**src/rtl/flrd_pkg.sv**
```systemverilog
package flrd_pkg;

  localparam logic [7:0] MODE_READ      = 8'h00;
  localparam logic [7:0] MODE_ERASE_SET = 8'h80;
  localparam logic [7:0] MODE_AUTOSEL   = 8'h90;
  localparam logic [7:0] MODE_PROGRAM   = 8'hA0;
  localparam logic [7:0] MODE_CHIP_ERS  = 8'h10;
  localparam logic [7:0] MODE_SECT_ERS  = 8'h30;
  localparam logic [7:0] MODE_QUERY     = 8'h98;

  typedef enum logic [2:0] {
    SRC_ARRAY,
    SRC_IDENT,
    SRC_ZERO,
    SRC_STATUS,
    SRC_QUERY
  } src_e;

  // Special-mode offset: low address byte scaled by the device width.
  function automatic logic [7:0] mode_offset(input logic [7:0] lo, input int unsigned dev_bytes);
    if (dev_bytes == 4) return lo >> 2;
    if (dev_bytes == 2) return lo >> 1;
    return lo;
  endfunction

  // Pack array bytes (raw byte k = address+k) into the answer word.
  function automatic logic [31:0] pack_bytes(input logic [31:0] raw, input logic [1:0] sz,
                                             input logic be);
    logic [31:0] r;
    r = '0;
    case (sz)
      2'd0:    r = {24'h0, raw[7:0]};
      2'd1:    r = be ? {16'h0, raw[7:0], raw[15:8]} : {16'h0, raw[15:0]};
      default: r = be ? {raw[7:0], raw[15:8], raw[23:16], raw[31:24]} : raw;
    endcase
    return r;
  endfunction

endpackage

```
**src/rtl/flrd_decode.sv**
```systemverilog
module flrd_decode
  import flrd_pkg::*;
#(
  parameter logic [15:0] ID0     = 16'h0001,
  parameter logic [15:0] ID1     = 16'h22A8,
  parameter logic [15:0] ID2     = 16'h2210,
  parameter logic [15:0] ID3     = 16'h00FF,
  parameter logic [7:0]  CFI_LEN = 8'h52
) (
  input  logic [7:0]  mode,
  input  logic [7:0]  boff,
  output src_e        src,
  output logic [15:0] id_word,
  output logic        unknown
);

  always_comb begin
    src     = SRC_ARRAY;
    id_word = '0;
    unknown = 1'b0;
    case (mode)
      MODE_READ, MODE_ERASE_SET: src = SRC_ARRAY;
      MODE_AUTOSEL: begin
        case (boff)
          8'h00: begin src = SRC_IDENT; id_word = ID0; end
          8'h01: begin src = SRC_IDENT; id_word = ID1; end
          8'h02: src = SRC_ZERO;
          8'h0E: if (ID2[7:0] != 8'hFF) begin src = SRC_IDENT; id_word = ID2; end
          8'h0F: if (ID3[7:0] != 8'hFF) begin src = SRC_IDENT; id_word = ID3; end
          default: src = SRC_ARRAY;
        endcase
      end
      MODE_PROGRAM, MODE_CHIP_ERS, MODE_SECT_ERS: src = SRC_STATUS;
      MODE_QUERY: src = (boff > CFI_LEN) ? SRC_ZERO : SRC_QUERY;
      default: begin
        src     = SRC_ARRAY;
        unknown = 1'b1;
      end
    endcase
  end

endmodule

```
**src/rtl/flrd_status_reg.sv**
```systemverilog
module flrd_status_reg (
  input  logic       clk,
  input  logic       rst_n,
  input  logic       load,
  input  logic [7:0] load_val,
  input  logic       toggle,
  output logic [7:0] status_q
);

  always_ff @(posedge clk or negedge rst_n) begin
    if (!rst_n)      status_q <= 8'h00;
    else if (load)   status_q <= load_val;
    else if (toggle) status_q <= status_q ^ 8'h40;
  end

endmodule

```
**src/rtl/flrd_lazy_ctr.sv**
```systemverilog
module flrd_lazy_ctr #(
  parameter int unsigned LAZY_LIMIT = 42
) (
  input  logic clk,
  input  logic rst_n,
  input  logic plain_rd,
  input  logic leave,
  output logic direct_mode
);

  localparam int unsigned CNT_W = $clog2(LAZY_LIMIT + 2);

  logic [CNT_W-1:0] cnt_q;
  logic [CNT_W-1:0] cnt_inc;

  assign cnt_inc = cnt_q + CNT_W'(1);

  always_ff @(posedge clk or negedge rst_n) begin
    if (!rst_n) begin
      cnt_q       <= '0;
      direct_mode <= 1'b1;
    end else if (leave) begin
      cnt_q       <= '0;
      direct_mode <= 1'b0;
    end else if (plain_rd) begin
      cnt_q <= cnt_inc;
      if (cnt_inc > CNT_W'(LAZY_LIMIT)) direct_mode <= 1'b1;
    end
  end

endmodule

```
**src/rtl/flrd_read_mux.sv**
```systemverilog
module flrd_read_mux
  import flrd_pkg::*;
#(
  parameter int unsigned ADDR_W     = 16,
  parameter int unsigned DEV_BYTES  = 2,
  parameter logic [15:0] ID0        = 16'h0001,
  parameter logic [15:0] ID1        = 16'h22A8,
  parameter logic [15:0] ID2        = 16'h2210,
  parameter logic [15:0] ID3        = 16'h00FF,
  parameter logic [7:0]  CFI_LEN    = 8'h52,
  parameter int unsigned LAZY_LIMIT = 42
) (
  input  logic              clk,
  input  logic              rst_n,
  input  logic              rd_req,
  input  logic [ADDR_W-1:0] rd_addr,
  input  logic [1:0]        rd_size,
  input  logic              rd_be,
  input  logic [7:0]        mode,
  input  logic              cmd_pending,
  input  logic              leave_direct,
  input  logic              stat_wr,
  input  logic [7:0]        stat_wdata,
  output logic [ADDR_W-1:0] arr_addr,
  input  logic [31:0]       arr_rdata,
  output logic [7:0]        cfi_idx,
  input  logic [7:0]        cfi_byte,
  output logic [31:0]       rd_data,
  output logic              rd_valid,
  output logic              cmd_reset,
  output logic              direct_mode
);

  logic [7:0]  boff;
  src_e        src;
  logic [15:0] id_word;
  logic        ev_unknown;
  logic        ev_status_rd;
  logic        ev_plain_rd;
  logic [7:0]  status_q;
  logic [31:0] answer;

  assign boff     = mode_offset(rd_addr[7:0], DEV_BYTES);
  assign arr_addr = rd_addr;
  assign cfi_idx  = boff;

  flrd_decode #(
    .ID0(ID0), .ID1(ID1), .ID2(ID2), .ID3(ID3), .CFI_LEN(CFI_LEN)
  ) u_decode (
    .mode(mode), .boff(boff), .src(src), .id_word(id_word), .unknown(ev_unknown)
  );

  assign ev_status_rd = rd_req && (src == SRC_STATUS);
  assign ev_plain_rd  = rd_req && !direct_mode && !cmd_pending;

  flrd_status_reg u_status (
    .clk(clk), .rst_n(rst_n), .load(stat_wr), .load_val(stat_wdata),
    .toggle(ev_status_rd), .status_q(status_q)
  );

  flrd_lazy_ctr #(.LAZY_LIMIT(LAZY_LIMIT)) u_lazy (
    .clk(clk), .rst_n(rst_n), .plain_rd(ev_plain_rd), .leave(leave_direct),
    .direct_mode(direct_mode)
  );

  always_comb begin
    case (src)
      SRC_IDENT:  answer = {16'h0, id_word};
      SRC_ZERO:   answer = '0;
      SRC_STATUS: answer = {24'h0, status_q};
      SRC_QUERY:  answer = {24'h0, cfi_byte};
      default:    answer = pack_bytes(arr_rdata, rd_size, rd_be);
    endcase
  end

  always_ff @(posedge clk or negedge rst_n) begin
    if (!rst_n) begin
      rd_data   <= '0;
      rd_valid  <= 1'b0;
      cmd_reset <= 1'b0;
    end else begin
      rd_valid  <= rd_req;
      cmd_reset <= rd_req && ev_unknown;
      if (rd_req) rd_data <= answer;
    end
  end

endmodule

```
**config.mk**
```make
export PLATFORM = sky130hd
export DESIGN_NAME = flrd_read_mux
export DESIGN_NICKNAME = d
export VERILOG_FILES = /design/src/rtl/flrd_pkg.sv /design/src/rtl/flrd_decode.sv /design/src/rtl/flrd_status_reg.sv /design/src/rtl/flrd_lazy_ctr.sv /design/src/rtl/flrd_read_mux.sv
export SDC_FILE = /design/constraint.sdc
export NUM_CORES = 1
export LEC_CHECK = 0
export ABC_CLOCK_PERIOD_IN_PS = 1300
export BUFFER_PORTS_ARGS = -buffer_cell sky130_fd_sc_hd__buf_2
export CORE_MARGIN = 8
export CORE_UTILIZATION = 43
export CTS_CLUSTER_SIZE = 20
export DETAILED_ROUTE_END_ITERATION = 10
export HOLD_SLACK_MARGIN = 0.15
export PLACE_DENSITY_LB_ADDON = 0.08
export RECOVER_POWER = 50
export SLEW_MARGIN = 5
export SYNTH_ARGS = -nofsm -noshare
export SYNTH_HDL_FRONTEND = slang
export SYNTH_SLANG_ARGS = --single-unit
export TNS_END_PERCENT = 5
```
**constraint.sdc**
```tcl
create_clock -name clk -period 1.3 [get_ports clk]
set_input_delay 0.26 -clock clk [delete_from_list [all_inputs] [get_ports clk]]
set_output_delay 0.26 -clock clk [all_outputs]
set_load 0.005 [all_outputs]
```
==> report_table.html, run 1 <==
<table>
<tr><th>Metric</th><th>Value</th></tr>
<tr><th colspan="2">Status</th></tr>
<tr><td>Result of the run</td><td>complete, but fails checks</td></tr>
<tr><td>Violations in the final reports</td><td>negative setup slack</td></tr>
<tr><th colspan="2">Cells and area</th></tr>
<tr><td>Final-stage net count</td><td>520</td></tr>
<tr><td>Leading cell types in the layout, fill and taps excluded</td><td>sky130_fd_sc_hd__buf_2, sky130_fd_sc_hd__dfrtp_1, sky130_fd_sc_hd__buf_4</td></tr>
<tr><td>Final Instance Area</td><td>0.004245 sq mm</td></tr>
<tr><td>Antenna cells</td><td>0</td></tr>
<tr><td>Ratio of cells with drive above 1 in the final layout</td><td>0.4772</td></tr>
<tr><td>Relative area change from synthesis to final layout</td><td>40.73%</td></tr>
<tr><td>Non-filler instance count after layout</td><td>534</td></tr>
<tr><td>Most common cell after layout, fill and taps aside</td><td>sky130_fd_sc_hd__buf_2</td></tr>
<tr><td># fillers</td><td>616</td></tr>
<tr><th colspan="2">Synthesis</th></tr>
<tr><td>Total nets after synthesis</td><td>391</td></tr>
<tr><td>Dominant synthesized flop cell</td><td>sky130_fd_sc_hd__dfrtp_1</td></tr>
<tr><td>Count of flip-flops with a built-in enable after synthesis</td><td>0</td></tr>
<tr><td>Top cells by area, synth</td><td>sky130_fd_sc_hd__dfrtp_1, sky130_fd_sc_hd__mux2i_1, sky130_fd_sc_hd__buf_4, sky130_fd_sc_hd__o22ai_1, sky130_fd_sc_hd__a22oi_1</td></tr>
<tr><td>Warnings, synthesis</td><td>0</td></tr>
<tr><td>Post-synthesis sequential area ratio</td><td>0.4069</td></tr>
<tr><td>Cell type contributing the most total cell area after synthesis</td><td>sky130_fd_sc_hd__dfrtp_1</td></tr>
<tr><td>Mapped Cells</td><td>308</td></tr>
<tr><td>Async S/R FF share, synth</td><td>1.000</td></tr>
<tr><td>Flops &amp; latches, synth</td><td>49</td></tr>
<tr><td>Area fraction of the dominant cell type after synthesis</td><td>0.3982</td></tr>
<tr><td>Post-synth cell types</td><td>54</td></tr>
<tr><td>Total standard cell area after synthesis</td><td>0.003017 sq mm</td></tr>
<tr><td>Synthesized area per cell</td><td>9.794 sq um</td></tr>
<tr><th colspan="2">Worst setup path</th></tr>
<tr><td>Required time of the worst setup path</td><td>1.55 ns</td></tr>
<tr><td>Arrival @ worst endpoint</td><td>1.68 ns</td></tr>
<tr><td>Critical path fanouts, max</td><td>5</td></tr>
<tr><td>Worst R2R Start</td><td>u_lazy.cnt_q[1]</td></tr>
<tr><td>Startpoint types</td><td>primary input</td></tr>
<tr><td>Worst setup path start</td><td>rd_addr[1]</td></tr>
<tr><td>WS Path Type</td><td>primary input to flip-flop</td></tr>
<tr><td>Kind of end point of the critical path</td><td>flip-flop</td></tr>
<tr><th colspan="2">Die</th></tr>
<tr><td>Initial Util</td><td>0.4440</td></tr>
<tr><td>Site Rows</td><td>30</td></tr>
<tr><td>Core Area</td><td>0.006794 sq mm</td></tr>
<tr><td>X dimension of the die</td><td>99.76 microns</td></tr>
<tr><td>Die height</td><td>99.76 microns</td></tr>
<tr><td>I/O pin count</td><td>140</td></tr>
<tr><td>Die footprint</td><td>0.009952 sq mm</td></tr>
<tr><th colspan="2">STA</th></tr>
<tr><td>Hold slack final</td><td>0.1632 ns</td></tr>
<tr><td>Number of max-slew violations in the final report</td><td>0</td></tr>
<tr><td>RSZ-0062 raised after global routing</td><td>true</td></tr>
<tr><td>Final worst path period need</td><td>1.431 ns</td></tr>
<tr><td>Slack of the critical path</td><td>-0.1313 ns</td></tr>
<tr><td>Total count of hold-check failures in the final report</td><td>0</td></tr>
<tr><td>Worst Clk Skew</td><td>0.001401 ns</td></tr>
<tr><td>Setup violators final</td><td>33</td></tr>
<tr><td>Max Fclk</td><td>0.6987 GHz</td></tr>
<tr><td>Final cycle utilization of the critical path</td><td>1.101</td></tr>
<tr><th colspan="2">Hold path</th></tr>
<tr><td>Origin of the worst min-delay path</td><td>leave_direct</td></tr>
<tr><td>Class of the tightest hold or removal check</td><td>primary input to flip-flop</td></tr>
<tr><th colspan="2">Route</th></tr>
<tr><td>Post-detailed-route via-to-cell ratio</td><td>5.236</td></tr>
<tr><td>Sum of routed wire length over all layers</td><td>9252 microns</td></tr>
<tr><td>Initial drt markers</td><td>138</td></tr>
<tr><td>Count of unresolved DRC violations after routing</td><td>0</td></tr>
<tr><td>Count of vias placed by the detailed router</td><td>2796</td></tr>
<tr><td>Number of nets still failing antenna checks after routing</td><td>0</td></tr>
<tr><td>Wire length per cell</td><td>17.33 microns</td></tr>
<tr><td>Number of optimization iterations in the first detailed-route pass</td><td>4</td></tr>
<tr><th colspan="2">Global routing</th></tr>
<tr><td>Total GRT Usage</td><td>0.1776</td></tr>
<tr><td>Pin count of the biggest net entering global routing</td><td>48</td></tr>
<tr><td>Final global-route overflow total</td><td>0</td></tr>
<tr><td>Antenna violations before repair</td><td>0</td></tr>
<tr><td>Vias in the first global route</td><td>2922</td></tr>
<tr><td>Global-route wire length before repair</td><td>14290 microns</td></tr>
<tr><th colspan="2">Clock network</th></tr>
<tr><td>Worst-skew pair later-pin latency</td><td>0.30 ns</td></tr>
<tr><td>Bufs on Longest Clock Path</td><td>2</td></tr>
<tr><td>Number of buffers added by the clock tree synthesis step</td><td>5</td></tr>
<tr><td>Clk root buf</td><td>sky130_fd_sc_hd__clkbuf_8</td></tr>
<tr><td>Clock tree from TritonCTS</td><td>yes</td></tr>
<tr><td>Total clock sinks</td><td>49</td></tr>
<tr><td>Clock Pin Slew Worst Setup and Hold Paths</td><td>0.09 ns</td></tr>
<tr><td>H-tree level count</td><td>2</td></tr>
<tr><th colspan="2">Place</th></tr>
<tr><td>Sum of net half-perimeters after detailed placement</td><td>6918 microns</td></tr>
<tr><td>Post-DP Area</td><td>0.003846 sq mm</td></tr>
<tr><td>Weighted congestion at the end of routability-driven global placement</td><td>0.8610</td></tr>
<tr><td>Post-Place Cells</td><td>521</td></tr>
<tr><td>Post-placement worst setup slack</td><td>-0.5046 ns</td></tr>
<tr><td>Port Buffer Count</td><td>120</td></tr>
<tr><th colspan="2">Power</th></tr>
<tr><td>Total power</td><td>3.887 mW</td></tr>
<tr><td>VDD IR-drop max</td><td>0.4578 mV</td></tr>
<tr><td>Total power per unit cell area</td><td>915.7 mW/mm^2</td></tr>
<tr><td>Static Leakage</td><td>1.962 nW</td></tr>
<tr><th colspan="2">Job</th></tr>
<tr><td>Max-capacitance violation count</td><td>0</td></tr>
</table>
## synth_stat cells, types with 2 or more instances
library cell               count
sky130_fd_sc_hd__a21oi_1      17
sky130_fd_sc_hd__a221oi_1      5
sky130_fd_sc_hd__a222oi_1      2
sky130_fd_sc_hd__a22o_1        8
sky130_fd_sc_hd__a22oi_1      12
sky130_fd_sc_hd__and3_1        2
sky130_fd_sc_hd__buf_2         6
sky130_fd_sc_hd__buf_4        24
sky130_fd_sc_hd__clkbuf_1     11
sky130_fd_sc_hd__dfrtp_1      48
sky130_fd_sc_hd__ha_1          2
sky130_fd_sc_hd__inv_1        20
sky130_fd_sc_hd__mux2_2        7
sky130_fd_sc_hd__mux2i_1      18
sky130_fd_sc_hd__nand2_1      10
sky130_fd_sc_hd__nand2b_1      7
sky130_fd_sc_hd__nand3_1       5
sky130_fd_sc_hd__nand4_1       3
sky130_fd_sc_hd__nor2_1       16
sky130_fd_sc_hd__nor2b_1       9
sky130_fd_sc_hd__nor3_1        3
sky130_fd_sc_hd__o211ai_1      5
sky130_fd_sc_hd__o21a_1        5
sky130_fd_sc_hd__o21ai_0       5
sky130_fd_sc_hd__o221ai_1      6
sky130_fd_sc_hd__o22a_1        2
sky130_fd_sc_hd__o22ai_1      17
sky130_fd_sc_hd__xnor2_1       3
sky130_fd_sc_hd__xor2_1        5
## state kept, by name, indices dropped and copies added, names as in the netlist
signal              count
rd_data                32
u_status.status_q       8
u_lazy.cnt_q            6
cmd_reset               1
rd_valid                1
u_lazy.direct_mode      1
## per-stage QoR
step,TNS (ns),utilization
finish,-1.874,0.6249
floorplan,-5.272,-
detailed placement,-14.07,0.5661
global route,-4.868,0.6249
global placement,-13.37,0.5661
CTS,-0.4876,0.6193
## per-layer routing
| metal | track usage | wire length (microns) | up-vias | part of all wire |
|---|---|---|---|---|
| met2 | 0.2899 | 4483 | 85 | 0.48 |
| met5 | 0 | 0 | - | 0 |
| met1 | 0.2152 | 3945 | 1329 | 0.43 |
| met4 | 0.05239 | 149 | 0 | 0.016 |
| li1 | - | - | 1367 | - |
| met3 | 0.06006 | 674 | 15 | 0.073 |
## cell families (layout without fill, tap and decap cells)
| logic type | Yosys count | in the layout | share of synthesized area |
|---|---|---|---|
| compound gates | 96 | 96 | 0.2373 |
| simple gates | 64 | 64 | 0.1240 |
| buf+inv | 63 | 193 | 0.1132 |
| flops | 49 | 49 | 0.4069 |
| mux | 25 | 25 | 0.08586 |
| xor+xnor | 8 | 8 | 0.02323 |
| fa+ha+maj | 2 | 2 | 0.008294 |
| other cells | 1 | 1 | 0.001243 |
## timing repair
item                                   in CTS  in global routing
pin swaps                                  20                  9
endpoints found under the hold margin      12                  0
buffers inserted                            3                  0
setup endpoints to repair                  34                 38
gates cloned                                1                  0
hold buffers                                1                  0
gates resized for setup                    38                 13
## final cells by class
cell class | count | area (sq um) | share of cell area
repair buffers | 165 | 1049 | 0.2470
well taps | 96 | 120.1 | 0.02829
clock buffers | 6 | 82.58 | 0.01945
multi-input cells | 196 | 1653 | 0.3893
clock inverters | 2 | 37.54 | 0.008842
flip-flops and latches | 49 | 1229 | 0.2894
inverters | 20 | 75.07 | 0.01768
## final timing paths
check | endpoint | slack, ns | cells past startpoint
hold reg to reg | rd_data[0] | 0.49 | 1
setup reg to reg | u_lazy.direct_mode | -0.08 | 7
setup / recovery | rd_data[6] | -0.13 | 9
min in group asynchronous | u_lazy.cnt_q[3] | 0.39 | 2
max in group asynchronous | rd_data[12] | 0.14 | 3
hold / removal | u_lazy.direct_mode | 0.16 | 2
## critical path, cell delays in order
cell                       delay (ns)
sky130_fd_sc_hd__buf_4           0.10
sky130_fd_sc_hd__clkbuf_1        0.15
sky130_fd_sc_hd__inv_1           0.06
sky130_fd_sc_hd__a41oi_1         0.25
sky130_fd_sc_hd__o21ai_2         0.11
sky130_fd_sc_hd__a21o_4          0.23
sky130_fd_sc_hd__buf_12          0.14
sky130_fd_sc_hd__o211ai_1        0.21
sky130_fd_sc_hd__o21a_1          0.16
## power by group
part	internal, mW	switching, mW
registers	1.66	0.0835
clock network	0.626	0.540
logic	0.505	0.473
total	2.79	1.10
Power figures use the tool's default switching activity.
==> run 2: changes to the inputs <==
- SKIP_LAST_GASP: unset -> 1
==> run 2 against run 1 <==
- the run still ends with negative setup slack left
- routed wire length shrank 2.7%
- flip-flop and latch count unchanged
- global-route usage fell by 0.24 points
- critical path type unchanged
- critical endpoint is now rd_data[13]
- largest cell class unchanged
==> report_table.html, run 2 (synthesis results as in run 1) <==
<table>
<tr><th>Metric</th><th>Value</th></tr>
<tr><th colspan="2">STA</th></tr>
<tr><td>Total count of hold-check failures in the final report</td><td>0</td></tr>
<tr><td>Hold slack final</td><td>0.1628 ns</td></tr>
<tr><td>Final cycle utilization of the critical path</td><td>1.086</td></tr>
<tr><td>Final setup TNS</td><td>-1.655 ns</td></tr>
<tr><td>RSZ-0062 raised after global routing</td><td>true</td></tr>
<tr><td>Setup violators final</td><td>33</td></tr>
<tr><td>Worst Clk Skew</td><td>0.002496 ns</td></tr>
<tr><td>Number of max-slew violations in the final report</td><td>0</td></tr>
<tr><td>Final worst path period need</td><td>1.412 ns</td></tr>
<tr><td>Slack of the critical path</td><td>-0.1122 ns</td></tr>
<tr><td>Max Fclk</td><td>0.7081 GHz</td></tr>
<tr><th colspan="2">Worst setup path</th></tr>
<tr><td>Arrival @ worst endpoint</td><td>1.66 ns</td></tr>
<tr><td>Ordered cell list for the critical path</td><td>buf_6 &gt; and4b_4 &gt; o2111ai_4 &gt; o21ai_2 &gt; a21o_4 &gt; buf_16 &gt; a2111oi_2 &gt; o22a_1</td></tr>
<tr><td>Crit path buf inv count</td><td>2</td></tr>
<tr><td>Critical path fanouts, max</td><td>5</td></tr>
<tr><td>Dominant delay contributor by cell family on the critical path</td><td>compound AO/OA/AOI/OAI gates</td></tr>
<tr><td>Startpoint types</td><td>primary input</td></tr>
<tr><td>Max stage delay cell, worst path</td><td>sky130_fd_sc_hd__a21o_4</td></tr>
<tr><td>Kind of end point of the critical path</td><td>flip-flop</td></tr>
<tr><td>Required time of the worst setup path</td><td>1.55 ns</td></tr>
<tr><td>Peak per-stage delay on the critical path</td><td>0.23 ns</td></tr>
<tr><td>WS Path Type</td><td>primary input to flip-flop</td></tr>
<tr><th colspan="2">Route</th></tr>
<tr><td>Count of vias placed by the detailed router</td><td>2783</td></tr>
<tr><td>Wire length per cell</td><td>16.85 microns</td></tr>
<tr><td>Count of unresolved DRC violations after routing</td><td>0</td></tr>
<tr><td>Post-detailed-route via-to-cell ratio</td><td>5.212</td></tr>
<tr><td>Sum of routed wire length over all layers</td><td>8999 microns</td></tr>
<tr><td>Initial drt markers</td><td>137</td></tr>
<tr><td>Number of optimization iterations in the first detailed-route pass</td><td>6</td></tr>
<tr><td>Number of nets still failing antenna checks after routing</td><td>0</td></tr>
<tr><th colspan="2">Hold path</th></tr>
<tr><td>Class of the tightest hold or removal check</td><td>primary input to flip-flop</td></tr>
<tr><th colspan="2">Clock network</th></tr>
<tr><td>Clock Pin Slew Worst Setup and Hold Paths</td><td>0.10 ns</td></tr>
<tr><td>Worst-skew pair later-pin latency</td><td>0.30 ns</td></tr>
<tr><td>Clock tree from TritonCTS</td><td>yes</td></tr>
<tr><td>Number of buffers added by the clock tree synthesis step</td><td>5</td></tr>
<tr><td>Clk root buf</td><td>sky130_fd_sc_hd__clkbuf_8</td></tr>
<tr><td>Total clock sinks</td><td>49</td></tr>
<tr><td>H-tree level count</td><td>2</td></tr>
<tr><td>Bufs on Longest Clock Path</td><td>2</td></tr>
<tr><th colspan="2">Place</th></tr>
<tr><td>Weighted congestion at the end of routability-driven global placement</td><td>0.8610</td></tr>
<tr><td>Post-DP Area</td><td>0.003846 sq mm</td></tr>
<tr><td>Sum of net half-perimeters after detailed placement</td><td>6918 microns</td></tr>
<tr><td>Post-placement worst setup slack</td><td>-0.5046 ns</td></tr>
<tr><td>Port Buffer Count</td><td>120</td></tr>
<tr><td>Post-Place Cells</td><td>521</td></tr>
<tr><th colspan="2">Global routing</th></tr>
<tr><td>Antenna violations before repair</td><td>0</td></tr>
<tr><td>Vias in the first global route</td><td>2887</td></tr>
<tr><td>Total GRT Usage</td><td>0.1752</td></tr>
<tr><td>Pin count of the biggest net entering global routing</td><td>48</td></tr>
<tr><td>Global-route wire length before repair</td><td>14090 microns</td></tr>
<tr><td>Final global-route overflow total</td><td>0</td></tr>
<tr><th colspan="2">Cells and area</th></tr>
<tr><td>Register bank with the most flops</td><td>rd_data</td></tr>
<tr><td>Regs by FF count</td><td>rd_data x32, u_status.status_q x8, u_lazy.cnt_q x6</td></tr>
<tr><td>Ratio of cells with drive above 1 in the final layout</td><td>0.4612</td></tr>
<tr><td>Flip-flop count of the largest register, all copies and words added</td><td>32</td></tr>
<tr><td>Antenna cells</td><td>0</td></tr>
<tr><td>Relative area change from synthesis to final layout</td><td>37.45%</td></tr>
<tr><td>Share of the core filled with cells in the final layout</td><td>0.6103</td></tr>
<tr><td>Leading cell types in the layout, fill and taps excluded</td><td>sky130_fd_sc_hd__buf_2, sky130_fd_sc_hd__dfrtp_1, sky130_fd_sc_hd__buf_4</td></tr>
<tr><td>Non-filler instance count after layout</td><td>534</td></tr>
<tr><td>Final-stage net count</td><td>520</td></tr>
<tr><td># fillers</td><td>619</td></tr>
<tr><td>Most common cell after layout, fill and taps aside</td><td>sky130_fd_sc_hd__buf_2</td></tr>
<tr><td>Final Instance Area</td><td>0.004146 sq mm</td></tr>
<tr><th colspan="2">Die</th></tr>
<tr><td>Site Rows</td><td>30</td></tr>
<tr><td>Die height</td><td>99.76 microns</td></tr>
<tr><td>I/O pin count</td><td>140</td></tr>
<tr><td>Die footprint</td><td>0.009952 sq mm</td></tr>
<tr><td>X dimension of the die</td><td>99.76 microns</td></tr>
<tr><td>Initial Util</td><td>0.4440</td></tr>
<tr><td>Core Area</td><td>0.006794 sq mm</td></tr>
<tr><th colspan="2">Power</th></tr>
<tr><td>Static Leakage</td><td>1.939 nW</td></tr>
<tr><td>VDD IR-drop max</td><td>0.4532 mV</td></tr>
<tr><td>Total power</td><td>3.836 mW</td></tr>
<tr><td>Total power per unit cell area</td><td>925.1 mW/mm^2</td></tr>
<tr><th colspan="2">Status</th></tr>
<tr><td>Result of the run</td><td>complete, but fails checks</td></tr>
<tr><td>Violations in the final reports</td><td>negative setup slack</td></tr>
<tr><th colspan="2">Job</th></tr>
<tr><td>Max-capacitance violation count</td><td>0</td></tr>
</table>
run 2: changes by cell type in the layout (fill, tap and decap cells not counted), moves of 2 or more:
cell | before | now
sky130_fd_sc_hd__buf_8 | 2 | 0
sky130_fd_sc_hd__o22ai_2 | 4 | 0
sky130_fd_sc_hd__o22ai_1 | 13 | 17
sky130_fd_sc_hd__a221oi_4 | 2 | 0
run 2: area by class of cell:
type / count / area [sq um] / area share
multi-input cells: 196 / 1565 / 0.3775
flip-flops and latches: 49 / 1229 / 0.2963
repair buffers: 165 / 1037 / 0.2501
well taps: 96 / 120.1 / 0.02897
clock buffers: 6 / 82.58 / 0.01992
inverters: 20 / 75.07 / 0.01810
clock inverters: 2 / 37.54 / 0.009052
run 2: power by group:
part	leakage (nW)	internal [mW]	switching [mW]
Combinational	1.27	0.483	0.448
Sequential	0.608	1.66	0.0845
Clock	0.0574	0.626	0.534
Total	1.94	2.77	1.07
run 2: path summary, 6_finish.rpt:
path                                    start                 end  slack, ns  depth (start not counted)
max                                rd_addr[2]         rd_data[13]      -0.11                          8
max in group asynchronous               rst_n         rd_data[12]       0.13                          3
min in group asynchronous               rst_n     u_lazy.cnt_q[3]       0.39                          2
min                              leave_direct  u_lazy.direct_mode       0.16                          2
min reg2reg                u_lazy.direct_mode  u_lazy.direct_mode       0.49                          2
max reg2reg                   u_lazy.cnt_q[1]  u_lazy.direct_mode      -0.08                          7
run 2: timing repair:
item	in CTS	in global routing
pin swaps	14	2
hold buffers	1	0
gates cloned	1	0
endpoints found under the setup margin	34	38
hold endpoints to repair	12	0
buffers inserted	3	0
gates resized for setup	32	3
run 2: worst reg2reg max path: stages (launching register included):
cell                       delay, ns
sky130_fd_sc_hd__dfrtp_1        0.41
sky130_fd_sc_hd__inv_2          0.06
sky130_fd_sc_hd__ha_4           0.25
sky130_fd_sc_hd__o21bai_1       0.12
sky130_fd_sc_hd__a21oi_1        0.08
sky130_fd_sc_hd__nor3_1         0.20
sky130_fd_sc_hd__o21ai_1        0.08
sky130_fd_sc_hd__a21oi_1        0.12
run 2: metal layers:
| layer | wire, microns | global-route usage | vias to the layer above | share of wire |
|---|---|---|---|---|
| li1 | - | - | 1366 | - |
| met1 | 3809 | 0.2123 | 1314 | 0.42 |
| met2 | 4301 | 0.2884 | 92 | 0.48 |
| met3 | 768 | 0.05936 | 11 | 0.085 |
| met4 | 119 | 0.04657 | 0 | 0.013 |
| met5 | 0 | 0 | - | 0 |
==> run 3: changes to the inputs <==
- ABC_CLOCK_PERIOD_IN_PS: 1300 -> 1200
- clock period: 1.3 -> 1.2 ns (I/O delays scaled with it)
==> run 3 against run 2 <==
- the run still ends with negative setup slack left
- sequential power rose by 9%
- count of clock-buffer cells in the layout rose by 1
- clock power fell by 15%
- flip-flop and latch count did not move
- register-to-register slack got worse by 0.08 ns
- cell area barely moved
- largest power group unchanged
- via count rose by 1.6%
- critical path type unchanged
- hold slack got worse by 0.0076 ns
- setup slack got worse by 0.11 ns
- critical endpoint is now rd_data[4]
- critical path depth fell by 1
- first-iteration DRC count rose by 13%
- die area did not move
==> report_table.html, run 3 (synthesis results as in run 1) <==
<table>
<tr><th>Metric</th><th>Value</th></tr>
<tr><th colspan="2">STA</th></tr>
<tr><td>Max Fclk</td><td>0.7033 GHz</td></tr>
<tr><td>RSZ-0062 raised after global routing</td><td>true</td></tr>
<tr><td>Final worst path period need</td><td>1.422 ns</td></tr>
<tr><td>Worst Clk Skew</td><td>0.006275 ns</td></tr>
<tr><td>Relative slew slack</td><td>0.6597</td></tr>
<tr><td>Setup violators final</td><td>38</td></tr>
<tr><td>Hold slack final</td><td>0.1552 ns</td></tr>
<tr><td>Slack of the critical path</td><td>-0.2218 ns</td></tr>
<tr><td>Final cycle utilization of the critical path</td><td>1.185</td></tr>
<tr><td>Transition time of the tightest slew-check pin</td><td>0.5105 ns</td></tr>
<tr><td>Total count of hold-check failures in the final report</td><td>0</td></tr>
<tr><td>Number of max-slew violations in the final report</td><td>0</td></tr>
<tr><th colspan="2">Cells and area</th></tr>
<tr><td># fillers</td><td>626</td></tr>
<tr><td>Register bank with the most flops</td><td>rd_data</td></tr>
<tr><td>Regs by FF count</td><td>rd_data x32, u_status.status_q x8, u_lazy.cnt_q x6</td></tr>
<tr><td>Final-stage net count</td><td>528</td></tr>
<tr><td>Most common cell after layout, fill and taps aside</td><td>sky130_fd_sc_hd__buf_2</td></tr>
<tr><td>Relative area change from synthesis to final layout</td><td>37.37%</td></tr>
<tr><td>Leading cell types in the layout, fill and taps excluded</td><td>sky130_fd_sc_hd__buf_2, sky130_fd_sc_hd__dfrtp_1, sky130_fd_sc_hd__buf_4</td></tr>
<tr><td>Antenna cells</td><td>0</td></tr>
<tr><td>Ratio of cells with drive above 1 in the final layout</td><td>0.4787</td></tr>
<tr><td>Non-filler instance count after layout</td><td>541</td></tr>
<tr><td>Flip-flop count of the largest register, all copies and words added</td><td>32</td></tr>
<tr><th colspan="2">Route</th></tr>
<tr><td>Post-detailed-route via-to-cell ratio</td><td>5.227</td></tr>
<tr><td>Number of nets still failing antenna checks after routing</td><td>0</td></tr>
<tr><td>Count of vias placed by the detailed router</td><td>2828</td></tr>
<tr><td>Sum of routed wire length over all layers</td><td>9158 microns</td></tr>
<tr><td>Count of unresolved DRC violations after routing</td><td>0</td></tr>
<tr><td>Wire length per cell</td><td>16.93 microns</td></tr>
<tr><td>Number of optimization iterations in the first detailed-route pass</td><td>4</td></tr>
<tr><td>Initial drt markers</td><td>155</td></tr>
<tr><th colspan="2">Hold path</th></tr>
<tr><td>WHS Path Cells</td><td>2</td></tr>
<tr><td>Class of the tightest hold or removal check</td><td>primary input to flip-flop</td></tr>
<tr><th colspan="2">Job</th></tr>
<tr><td>Max-capacitance violation count</td><td>0</td></tr>
<tr><th colspan="2">Die</th></tr>
<tr><td>Site Rows</td><td>30</td></tr>
<tr><td>Core Area</td><td>0.006794 sq mm</td></tr>
<tr><td>Die height</td><td>99.76 microns</td></tr>
<tr><td>X dimension of the die</td><td>99.76 microns</td></tr>
<tr><td>Initial Util</td><td>0.4440</td></tr>
<tr><td>Die footprint</td><td>0.009952 sq mm</td></tr>
<tr><td>I/O pin count</td><td>140</td></tr>
<tr><th colspan="2">Clock network</th></tr>
<tr><td>Total clock sinks</td><td>49</td></tr>
<tr><td>Clock Pin Slew Worst Setup and Hold Paths</td><td>0.08 ns</td></tr>
<tr><td>Clock tree from TritonCTS</td><td>yes</td></tr>
<tr><td>Clk root buf</td><td>sky130_fd_sc_hd__clkbuf_8</td></tr>
<tr><td>Bufs on Longest Clock Path</td><td>2</td></tr>
<tr><td>Number of buffers added by the clock tree synthesis step</td><td>5</td></tr>
<tr><td>H-tree level count</td><td>2</td></tr>
<tr><td>Worst-skew pair later-pin latency</td><td>0.30 ns</td></tr>
<tr><th colspan="2">Global routing</th></tr>
<tr><td>Global-route wire length before repair</td><td>14010 microns</td></tr>
<tr><td>Vias in the first global route</td><td>2796</td></tr>
<tr><td>Pin count of the biggest net entering global routing</td><td>37</td></tr>
<tr><td>Total GRT Usage</td><td>0.1741</td></tr>
<tr><td>Final global-route overflow total</td><td>0</td></tr>
<tr><td>Antenna violations before repair</td><td>0</td></tr>
<tr><th colspan="2">Power</th></tr>
<tr><td>Net load switching power</td><td>1.108 mW</td></tr>
<tr><td>Total power</td><td>3.890 mW</td></tr>
<tr><td>Static Leakage</td><td>1.965 nW</td></tr>
<tr><td>Total power per unit cell area</td><td>938.6 mW/mm^2</td></tr>
<tr><td>VDD IR-drop max</td><td>0.7420 mV</td></tr>
<tr><td>Cell-internal power</td><td>2.782 mW</td></tr>
<tr><td>Clock Power Share</td><td>0.253</td></tr>
<tr><td>Sequential share of power</td><td>0.485</td></tr>
<tr><td>Share of total power consumed by net switching</td><td>0.2847</td></tr>
<tr><td>Part of the power in combinational logic</td><td>0.262</td></tr>
<tr><th colspan="2">Worst setup path</th></tr>
<tr><td>Required time of the worst setup path</td><td>1.39 ns</td></tr>
<tr><td>Arrival @ worst endpoint</td><td>1.61 ns</td></tr>
<tr><td>Kind of end point of the critical path</td><td>flip-flop</td></tr>
<tr><td>Critical path fanouts, max</td><td>4</td></tr>
<tr><td>WS Path Type</td><td>primary input to flip-flop</td></tr>
<tr><td>Path depth of the worst reg2reg path</td><td>6</td></tr>
<tr><td>Startpoint types</td><td>primary input</td></tr>
<tr><th colspan="2">Place</th></tr>
<tr><td>Post-Place Cells</td><td>527</td></tr>
<tr><td>Port Buffer Count</td><td>120</td></tr>
<tr><td>Weighted congestion at the end of routability-driven global placement</td><td>0.8751</td></tr>
<tr><td>Sum of net half-perimeters after detailed placement</td><td>7050 microns</td></tr>
<tr><td>Post-placement worst setup slack</td><td>-0.5773 ns</td></tr>
<tr><th colspan="2">Status</th></tr>
<tr><td>Result of the run</td><td>complete, but fails checks</td></tr>
<tr><td>Violations in the final reports</td><td>negative setup slack</td></tr>
</table>
[run 3: changes by cell type in the layout (fill, tap and decap cells not counted), moves of 4 or more]
cell and change:
sky130_fd_sc_hd__buf_2 +11, sky130_fd_sc_hd__clkbuf_1 -5, sky130_fd_sc_hd__buf_6 -4, sky130_fd_sc_hd__buf_4 +11
[run 3: layout make-up]
type	instances	area, sq um	area share
repair buffers	173	1075	0.2594
multi-input cells	196	1559	0.3762
inverters	20	75.07	0.01812
flip-flops and latches	49	1229	0.2965
clock buffers	7	86.33	0.02083
well taps	96	120.1	0.02899
[run 3: power groups by stage]
| stage | Clock [mW] | Combinational [mW] | Sequential (mW) |
|---|---|---|---|
| after floorplan | 0 | 0.473 | 1.91 |
| after global placement | 0 | 0.960 | 1.91 |
| after detailed placement | 0 | 0.970 | 1.91 |
| after CTS | 1.03 | 1.00 | 1.88 |
| after global routing | 1.09 | 1.12 | 1.90 |
| final | 0.985 | 1.02 | 1.89 |
[run 3: final timing paths]
check | from | to | slack (ns)
min in group asynchronous | rst_n | u_lazy.cnt_q[5] | 0.48
setup / recovery | mode[7] | rd_data[4] | -0.22
setup reg to reg | u_lazy.cnt_q[0] | u_lazy.direct_mode | -0.16
hold / removal | leave_direct | u_lazy.direct_mode | 0.16
hold reg to reg | rd_data[0] | rd_data[0] | 0.48
max in group asynchronous | rst_n | u_lazy.direct_mode | 0.26
[run 3: stage by stage]
stage                     setup TNS, ns  instance area, sq um    util
after floorplan                  -8.021                  3029       -
after global placement           -16.13                  3866  0.5691
after detailed placement         -17.40                  3866  0.5691
after CTS                        -5.620                  4084  0.6011
after global routing             -9.044                  4144  0.6099
final                            -5.987                  4144  0.6099
[run 3: worst max-delay path, stage by stage]
cell	delay, ns
sky130_fd_sc_hd__buf_2	0.12
sky130_fd_sc_hd__and4bb_2	0.26
sky130_fd_sc_hd__and3_1	0.19
sky130_fd_sc_hd__buf_4	0.13
sky130_fd_sc_hd__a222oi_1	0.35
sky130_fd_sc_hd__o211ai_1	0.17
sky130_fd_sc_hd__o21a_1	0.13
[run 3: metal layers]
metal  share of wire  global-route usage  vias up
li1                -                   -     1376
met4          0.0085             0.03492        0
met5               0                   0        -
met1            0.42              0.2230     1359
met3           0.079             0.05168       10
met2            0.49              0.2822       83
[run 3: repair_timing]
action / in CTS / in global routing
gates cloned: 1 / 1
hold buffers: 1 / 0
endpoints found under the hold margin: 49 / 0
setup endpoints to repair: 39 / 41
pin swaps: 9 / 7
resized for setup: 10 / 14
setup buffers: 4 / 0
